==> config.mk <==
export PLATFORM = sky130hd
export DESIGN_NAME = cmp_out_unit
export DESIGN_NICKNAME = d
export VERILOG_FILES = /design/src/rtl/ocu_pkg.sv /design/src/rtl/ocu_regs.sv /design/src/rtl/ocu_chan.sv /design/src/rtl/cmp_out_unit.sv
export SDC_FILE = /design/constraint.sdc
export NUM_CORES = 1
export LEC_CHECK = 0
export BUFFER_PORTS_ARGS = -buffer_cell sky130_fd_sc_hd__buf_2
export CAP_MARGIN = 5
export CORE_MARGIN = 2
export CORE_UTILIZATION = 52
export DETAILED_ROUTE_END_ITERATION = 8
export PLACE_DENSITY = 0.78
export SYNTH_ARGS = -nofsm -noshare
export SYNTH_HDL_FRONTEND = slang
export SYNTH_SLANG_ARGS = --single-unit
export TNS_END_PERCENT = 50
==> constraint.sdc <==
create_clock -name clk -period 5.4 [get_ports clk]
set_input_delay 0.54 -clock clk [delete_from_list [all_inputs] [get_ports clk]]
set_output_delay 0.54 -clock clk [all_outputs]
set_load 0.02 [all_outputs]
==> src/rtl/ocu_pkg.sv <==
`timescale 1ns/1ps
package ocu_pkg;
  typedef enum logic [2:0] {
    OM_OFF    = 3'd0,
    OM_TOGGLE = 3'd1,
    OM_LOW    = 3'd2,
    OM_HIGH   = 3'd3,
    OM_PULSE  = 3'd4
  } om_e;

  localparam int unsigned MODE_W  = 3;
  localparam int unsigned A_CTRL  = 0;
  localparam int unsigned A_STAT  = 1;
  localparam int unsigned A_IEN   = 2;
  localparam int unsigned A_CMP0  = 4;
  localparam int unsigned FRC_LSB = 16;
endpackage

==> src/rtl/ocu_regs.sv <==
`timescale 1ns/1ps
module ocu_regs #(
  parameter int unsigned NCH = 3,
  parameter int unsigned CW  = 32,
  parameter int unsigned AW  = 3
) (
  input  logic                          clk,
  input  logic                          rst,
  input  logic                          wr,
  input  logic                          rd,
  input  logic [AW-1:0]                 addr,
  input  logic [CW-1:0]                 wdata,
  input  logic [NCH-1:0]                flags,
  output logic [NCH*ocu_pkg::MODE_W-1:0] modes,
  output logic [NCH-1:0][CW-1:0]        cmps,
  output logic [NCH-1:0]                ien,
  output logic [NCH-1:0]                frc,
  output logic [NCH*ocu_pkg::MODE_W-1:0] frc_modes,
  output logic [NCH-1:0]                clr,
  output logic [CW-1:0]                 rdata
);
  import ocu_pkg::*;
  localparam int unsigned MBITS = NCH * MODE_W;
  localparam logic [AW-1:0] AD_CTRL = AW'(A_CTRL);
  localparam logic [AW-1:0] AD_STAT = AW'(A_STAT);
  localparam logic [AW-1:0] AD_IEN  = AW'(A_IEN);

  logic wr_ctrl, wr_stat, wr_ien;
  logic [CW-1:0] rd_nx;

  assign wr_ctrl   = wr && (addr == AD_CTRL);
  assign wr_stat   = wr && (addr == AD_STAT);
  assign wr_ien    = wr && (addr == AD_IEN);
  assign frc_modes = wdata[MBITS-1:0];
  assign clr       = wr_stat ? wdata[NCH-1:0] : '0;

  always_ff @(posedge clk) begin
    if (rst) begin
      modes <= '0;
      ien   <= '0;
    end else begin
      if (wr_ctrl) modes <= wdata[MBITS-1:0];
      if (wr_ien)  ien   <= wdata[NCH-1:0];
    end
  end

  genvar n;
  generate
    for (n = 0; n < NCH; n++) begin : g_ch
      localparam logic [AW-1:0] AD_CMP = AW'(A_CMP0 + n);
      assign frc[n] = wr_ctrl && wdata[FRC_LSB + n];
      always_ff @(posedge clk) begin
        if (rst)                         cmps[n] <= '0;
        else if (wr && addr == AD_CMP)   cmps[n] <= wdata;
      end
    end
  endgenerate

  always_comb begin
    rd_nx = '0;
    if (addr == AD_CTRL)      rd_nx[MBITS-1:0] = modes;
    else if (addr == AD_STAT) rd_nx[NCH-1:0]   = flags;
    else if (addr == AD_IEN)  rd_nx[NCH-1:0]   = ien;
    for (int k = 0; k < NCH; k++)
      if (addr == AW'(A_CMP0 + k)) rd_nx = cmps[k];
  end

  always_ff @(posedge clk) begin
    if (rst)     rdata <= '0;
    else if (rd) rdata <= rd_nx;
  end

  AST_RDATA_HOLD: assert property (@(posedge clk) disable iff (rst)
    !rd |=> $stable(rdata));
  AST_CTRL_STORE: assert property (@(posedge clk) disable iff (rst)
    wr_ctrl |=> modes == $past(wdata[MBITS-1:0]));
endmodule

==> src/rtl/ocu_chan.sv <==
`timescale 1ns/1ps
module ocu_chan #(
  parameter int unsigned CW = 32
) (
  input  logic          clk,
  input  logic          rst,
  input  logic [CW-1:0] cnt,
  input  logic          tick,
  input  logic [CW-1:0] cmp,
  input  logic [2:0]    mode,
  input  logic          frc,
  input  logic [2:0]    frc_mode,
  input  logic          clr,
  output logic          pin,
  output logic          flag
);
  import ocu_pkg::*;

  logic       match, act, pact;
  logic [2:0] eff;

  assign match = tick && (cnt == cmp);
  assign eff   = frc ? frc_mode : mode;
  assign act   = (match || frc) && (eff >= 3'd1) && (eff <= 3'd4);

  always_ff @(posedge clk) begin
    if (rst) begin
      pin  <= 1'b0;
      pact <= 1'b0;
      flag <= 1'b0;
    end else begin
      if (act) begin
        pact <= (eff == OM_PULSE);
        case (om_e'(eff))
          OM_TOGGLE: pin <= ~pin;
          OM_LOW:    pin <= 1'b0;
          OM_HIGH:   pin <= 1'b1;
          default:   pin <= 1'b0;
        endcase
      end else if (pact && tick) begin
        pin  <= 1'b1;
        pact <= 1'b0;
      end
      flag <= match | (flag & ~clr);
    end
  end

  AST_MATCH_FLAG: assert property (@(posedge clk) disable iff (rst)
    match |=> flag);
  AST_TOGGLE: assert property (@(posedge clk) disable iff (rst)
    (match && !frc && mode == 3'd1) |=> pin != $past(pin));
  AST_DRIVE_LOW: assert property (@(posedge clk) disable iff (rst)
    (match && !frc && mode == 3'd2) |=> !pin);
  AST_DRIVE_HIGH: assert property (@(posedge clk) disable iff (rst)
    (match && !frc && mode == 3'd3) |=> pin);
  AST_PULSE_LOW: assert property (@(posedge clk) disable iff (rst)
    (match && !frc && mode == 3'd4) |=> !pin);
  AST_IDLE_MODE: assert property (@(posedge clk) disable iff (rst)
    (!frc && !pact && (mode == 3'd0 || mode >= 3'd5)) |=> $stable(pin));
  AST_FORCE_NOFLAG: assert property (@(posedge clk) disable iff (rst)
    (frc && !match && !flag) |=> !flag);
endmodule

==> src/rtl/cmp_out_unit.sv <==
`timescale 1ns/1ps
module cmp_out_unit #(
  parameter int unsigned NCH = 3,
  parameter int unsigned CW  = 32,
  parameter int unsigned AW  = 3
) (
  input  logic           clk,
  input  logic           rst,
  input  logic [CW-1:0]  cnt_val,
  input  logic           cnt_tick,
  input  logic           reg_wr,
  input  logic           reg_rd,
  input  logic [AW-1:0]  reg_addr,
  input  logic [CW-1:0]  reg_wdata,
  output logic [CW-1:0]  reg_rdata,
  output logic [NCH-1:0] pins,
  output logic [NCH-1:0] flags,
  output logic           irq
);
  import ocu_pkg::*;
  localparam int unsigned MBITS = NCH * MODE_W;

  logic [MBITS-1:0]        modes, frc_modes;
  logic [NCH-1:0][CW-1:0]  cmps;
  logic [NCH-1:0]          ien, frc, clr;

  ocu_regs #(.NCH(NCH), .CW(CW), .AW(AW)) u_regs (
    .clk(clk), .rst(rst), .wr(reg_wr), .rd(reg_rd), .addr(reg_addr),
    .wdata(reg_wdata), .flags(flags), .modes(modes), .cmps(cmps),
    .ien(ien), .frc(frc), .frc_modes(frc_modes), .clr(clr),
    .rdata(reg_rdata)
  );

  genvar n;
  generate
    for (n = 0; n < NCH; n++) begin : g_chan
      ocu_chan #(.CW(CW)) u_chan (
        .clk(clk), .rst(rst), .cnt(cnt_val), .tick(cnt_tick),
        .cmp(cmps[n]),
        .mode(modes[n*MODE_W +: MODE_W]),
        .frc(frc[n]),
        .frc_mode(frc_modes[n*MODE_W +: MODE_W]),
        .clr(clr[n]),
        .pin(pins[n]), .flag(flags[n])
      );
    end
  endgenerate

  always_ff @(posedge clk) begin
    if (rst) irq <= 1'b0;
    else     irq <= |(flags & ien);
  end

  AST_IRQ_RISE: assert property (@(posedge clk) disable iff (rst)
    (|(flags & ien)) |=> irq);
  AST_IRQ_QUIET: assert property (@(posedge clk) disable iff (rst)
    !(|(flags & ien)) |=> !irq);
endmodule

* Yosys cells after proc, flatten, opt, wreduce, memory -nomap -nowiden
Index checks and enable logic that the tools add are counted.
** Storage, ports and cells
- Output and inout port bits :: 39
- Bits in registers :: 150
- Input port bits :: 72
- Word-level logic and storage cells :: 107
** Operators by class
- Bitwise logic cells :: 13
- $lt $le $gt $ge :: 6
- Mux-type cells :: 26
- Reduce and logical (&&, ||, !) cells :: 29
- Equality and inequality tests :: 17
** Operators with widths (number)
- $eq A32 B32 Y1 :: 3
- $mux W32 :: 3
- $logic_and A1 B1 Y1 :: 21
- $mux W3 :: 7
- $eq A3 B3 Y1 const B :: 6
- $eq A3 B1 Y1 const B :: 4
- $eq A3 B2 Y1 const B :: 4
- $mux W1 :: 12
- $ge A3 B1 Y1 const B :: 3
- $le A3 B3 Y1 const B :: 3
- $mux W6 :: 1
- $not A1 Y1 :: 6
- $pmux W1 S2 :: 3
- $reduce_bool A2 Y1 :: 3
- $and A1 B1 Y1 :: 3
- $and A3 B3 Y3 :: 1
- $logic_not A3 Y1 :: 1
- $logic_or A1 B1 Y1 :: 3
- $or A1 B1 Y1 :: 3
- $reduce_or A3 Y1 :: 1

* Logic depth before layout (Yosys ltp)
- Word-level depth :: 8
- Mapped depth :: 7
- Gate-level depth less buffers :: 6

* Cells and area by module
Synthesis repeated with hierarchy kept, for this count alone.
** Second synthesis, totals
- Cells, all modules :: 928
- Area total of the unflattened synthesis :: 7673.6 µm²
** Modules (own cells, without submodules)
- ocu_regs :: area an instance 5920.7 µm², instances 1, cells each 712, seq. area each 2802.7 µm²
- ocu_chan :: area an instance 573.0 µm², instances 3, cells each 71, seq. area each 60.1 µm²
- cmp_out_unit :: area an instance 33.8 µm², instances 1, cells each 3, seq. area each 20.0 µm²

* Worst setup path after synthesis
Ideal clock, no wire load.
- Kind :: input-to-reg
- Start :: input port cnt_val[19]
- End :: register g_chan[1].u_chan.pin
- Arrival :: 1.763 ns
- Library setup time :: 0.121 ns
- Path buffers :: 0
- Required time :: 5.279 ns
- Path slack :: 3.517 ns
- Stages :: 6
- Cell sequence :: xor2_1 > nor4_1 > and3_1 > nand3_1 > o31ai_1 > mux2_2
** Between the ends
- Longest elaborated chain between the ends :: 6
- Elaborated cells on any way between the ends :: 7
- Those cells by class :: eq/ne (1); mux (1); reduce/logical (5)
** Ends and longest elaborated chain
- from (decl) :: line cmp_out_unit.sv:9 : input logic [CW-1:0] cnt_val,
- $eq A32 B32 Y1 (*) :: line ocu_chan.sv:22 : assign match = tick && (cnt == cmp);
- $logic_and A1 B1 Y1 (*) :: line ocu_chan.sv:22
- $logic_or A1 B1 Y1 (*) :: line ocu_chan.sv:24 : assign act = (match || frc) && (eff >= 3'd1) && (eff <= 3'd4);
- $logic_and A1 B1 Y1 (*) (2 in a row) :: line ocu_chan.sv:24
- $mux W1 or $reduce_bool A2 Y1 (tied branches)
- to (signal assigned) :: line ocu_chan.sv:35 : OM_TOGGLE: pin <= ~pin;
- to (decl) :: line ocu_chan.sv:14 : output logic pin,
Mark *: on every way between the ends. The rest lies on a longest branch, timed or not.
A chain may end at the register's enable or synchronous reset.

* Worst setup path after layout
- Start :: input port reg_addr[1]
- End :: register u_regs.cmps[60] (netlist name)
** Between the ends
- Longest elaborated chain between the ends :: 2
** Ends and longest elaborated chain
- from (decl) :: line cmp_out_unit.sv:13 : input logic [AW-1:0] reg_addr,
- $eq A3 B3 Y1 :: line ocu_regs.sv:54 : else if (wr && addr == AD_CMP) cmps[n] <= wdata;
- $logic_and A1 B1 Y1 :: line ocu_regs.sv:54
- to (signal, indexed assignment) :: line ocu_regs.sv:54
- to (decl) :: line ocu_regs.sv:15 : output logic [NCH-1:0][CW-1:0] cmps,
No other way between the ends.

==> key figures <==
Run status
  – Status: completed

Yosys
  – FFs w/ async S/R, synth: 0%
  – Area share of the largest cell type after synthesis: 39.85%
  – Synth Area in Adders: 0%
  – Mapped cell area: 0.007535 sq mm
  – Top cells by count, synth: 257 x nand2_1, 150 x dfxtp_1, 138 x a21oi_1
  – Complex-gate fraction of the synthesized area: 14.81%
  – Post-synthesis sequential area ratio: 39.85%
  – Post-synthesis cell type count: 43
  – Most frequent cell after synthesis: nand2_1
  – Mapped Cells: 973
  – Post-synth top area cell: dfxtp_1
  – Yosys reg bits: 150
  – XOR/XNOR Fraction of Synth Area: 11.86%
  – Main combinational cell family by area after synthesis: simple AND/OR/NAND/NOR gates
  – Synth warn: 0
  – Top cells by area, synth: dfxtp_1 40%, nand2_1 13%, xnor2_1 10%, a21oi_1 9.2%, mux2i_1 4.5%
  – Synth Area in Simple Gates: 22.93%
  – Mux share of post-synthesis cell area: 6.161%
  – Post-synth EDFFs: 0
  – Synthesized area per cell: 7.744 sq um
  – Syn_nets: 1,045
  – Primary FF master, synth: dfxtp_1

Global routing
  – Vias in the first global route: 6,484
  – Total track usage: 28.51%
  – Met2 Resource Use GR: 44.10%
  – Gr busiest metal: met2
  – First-pass GRT wire length: 35,030 um
  – Initial antenna violation count: 0
  – Met3 Use GR: 6.014%
  – Met1 GRT Util: 38.84%
  – Largest net degree at the start of global routing: 99
  – Total gr overflow: 0

Critical path
  – Number of buffers and inverters on the critical path: 2
  – CP cell instances: buf_2, nor2b_2, buf_4, and3_1, nand2_1, a21oi_1
  – Critical path startpoint category: primary input
  – Crit-path leading delay family: simple AND/OR/NAND/NOR gates
  – Setup CP Type: primary input to register
  – CP peak stage delay: 1.05 ns
  – CP Data Arrival Time: 2.80 ns
  – CP max stage cell: and3_1
  – Required time worst endpoint: 5.75 ns
  – CP Max Fanout: 32
  – Critical Path End Type: register

Power
  – VDD IR max: 0.0002119 V
  – Pleak: 0.003104 uW
  – Pwr dens: 287.2 mW/mm^2

Routing
  – DR pass1 iterations: 5
  – DRT Wirelength: 22,280 um
  – Post-route ant nets: 0
  – Vias: 7,093
  – DR iter-0 viols: 840
  – Avg Vias per Cell: 5.767
  – Routed len/inst: 18.11 um
  – DRC: 0

Clock tree
  – Clk root buf: clkbuf_16
  – Clock Tree Buf Depth: 2
  – Clock slew at reported path FFs: 0.06 ns
  – Clk sinks: 150
  – # hold bufs at CTS: 0
  – CTS tree: yes
  – H-tree depth: 4
  – Setup repair bufs after CTS: 0
  – Post-CTS sizing: 0
  – Clock Latency Late Sink: 0.43 ns
  – Num CTS Buffers: 17

STA
  – Setup TNS: 0 ns
  – RSZ-0062 raised after global routing: no
  – Final hold slack: 0.3723 ns
  – F_max: 0.4085 GHz
  – Final min period: 2.448 ns
  – Final setup viols: 0
  – Worst-case clock skew: 0.008054 ns
  – Final period util: 45.34%
  – Fin. max-slew vios: 0
  – Worst-Margin Slew: 1.256 ns
  – Slew HR: 16.26%
  – Final Hold Vio Count: 0

Final layout
  – FILL cells: 1,307
  – Layout area overhead: 13.82%
  – Multi-input combinational cell area: 0.004204 sq mm
  – Layout cell share with drive strength beyond 1: 15.05%
  – Storage cell area: 0.003003 sq mm
  – Final #Nets: 1,111
  – Diodes inserted: 0

Floorplan
  – Initial Utilization: 53.66%
  – Rows: 43
  – Die height: 124.4 um
  – Core Region: 0.01404 sq mm
  – Die Footprint: 0.01547 sq mm
  – Die Wd: 124.4 um
  – Io pins: 111

Min path
  – Worst Hold Class: primary input to register

Placed design
  – HPWL after DPL: 15,470 um
  – Port bufs: 110
  – Final GP Congestion: 0.9666

Flow run
  – MaxCap Viol Count: 0
logic make-up after synthesis:
kind of cell / count (synthesis)
AO/OA/AOI/OAI: 205
XOR/XNOR: 102
buffers and inverters: 75
flip-flops: 150
multiplexers: 44
AND/OR/NAND/NOR: 397
worst paths after layout:
check | start | end | slack, ns | cells past startpoint
worst max-delay path | reg_addr[1] | u_regs.cmps[60] | 2.95 | 6
worst min-delay path | reg_wdata[22] | u_regs.cmps[22] | 0.37 | 3
worst max register to register | u_regs.cmps[52] | g_chan[1].u_chan.pin | 3.01 | 6
worst min register to register | u_regs.cmps[57] | u_regs.cmps[57] | 0.48 | 2
worst register-to-register path: cells and delay by family (launching register included):
family | cells | cell delay (ns)
AOI/OAI and AO/OA | 1 | 0.37
DFF | 1 | 0.33
and+or+nand+nor | 3 | 0.95
xor gates and xnor gates | 1 | 0.27
muxes | 1 | 0.36
per-stage QoR:
stage / setup WS, ns / total power, uW / utilization [%] / cell area (sq um) / instances
after CTS: 2.992 / 2462 / 61.07 / 8576 / 1230
after floorplan: 3.517 / 1317 / - / 7535 / 973
after detailed placement: 2.562 / 1421 / 57.43 / 8064 / 1200
after global placement: 2.640 / 1419 / 57.43 / 8064 / 1200
after global routing: 2.807 / 2533 / 61.07 / 8576 / 1230
final: 2.952 / 2463 / 61.07 / 8576 / 1230
report_power, final:
part / total (uW) / switching [uW] / internal, uW
registers: 1150 / 18.1 / 1130
clock network: 1060 / 442 / 616
logic: 258 / 168 / 90.5
total: 2460 / 628 / 1830
layer usage:
metal | wire [um] | up-vias
met5 | 0 | -
met4 | 783 | 0
met3 | 1763 | 66
met2 | 9988 | 347
met1 | 9740 | 3312
li1 | - | 3368
cells in the final DEF, fill, tap and decap left out, drive strengths merged, types with 5 or more instances in the layout:
cell / synthesis / layout
xnor2: 90 / 90
xor2: 12 / 12
and2: 5 / 5
a22oi: 6 / 6
o21ai: 33 / 33
nand4: 18 / 18
nor2: 55 / 55
buf: 24 / 119
nand3: 11 / 11
mux2i: 34 / 34
clkbuf: 48 / 26
nor4: 6 / 6
dfxtp: 150 / 150
nor2b: 27 / 27
and3: 5 / 5
nor3b: 5 / 5
mux2: 9 / 9
nand2: 258 / 258
a21oi: 138 / 138
o211ai: 6 / 6
sequential cells by signal, indices dropped and copies added, names as in the netlist:
signal / cells
g_chan.u_chan.flag: 3
g_chan.u_chan.pact: 3
g_chan.u_chan.pin: 3
irq: 1
u_regs.cmps: 96
u_regs.ien: 3
u_regs.modes: 9
u_regs.rdata: 32
area by class of cell:
class | instances | area share, %
Clock buffer | 26 | 5.705
Clock inverter | 4 | 0.2626
Inverter | 3 | 0.1313
Multi-Input combinational cell | 748 | 49.02
Sequential cell | 150 | 35.02
Tap cell | 180 | 2.626
Timing Repair Buffer | 119 | 7.237
Note: power is estimated with default switching activity, not from simulation.
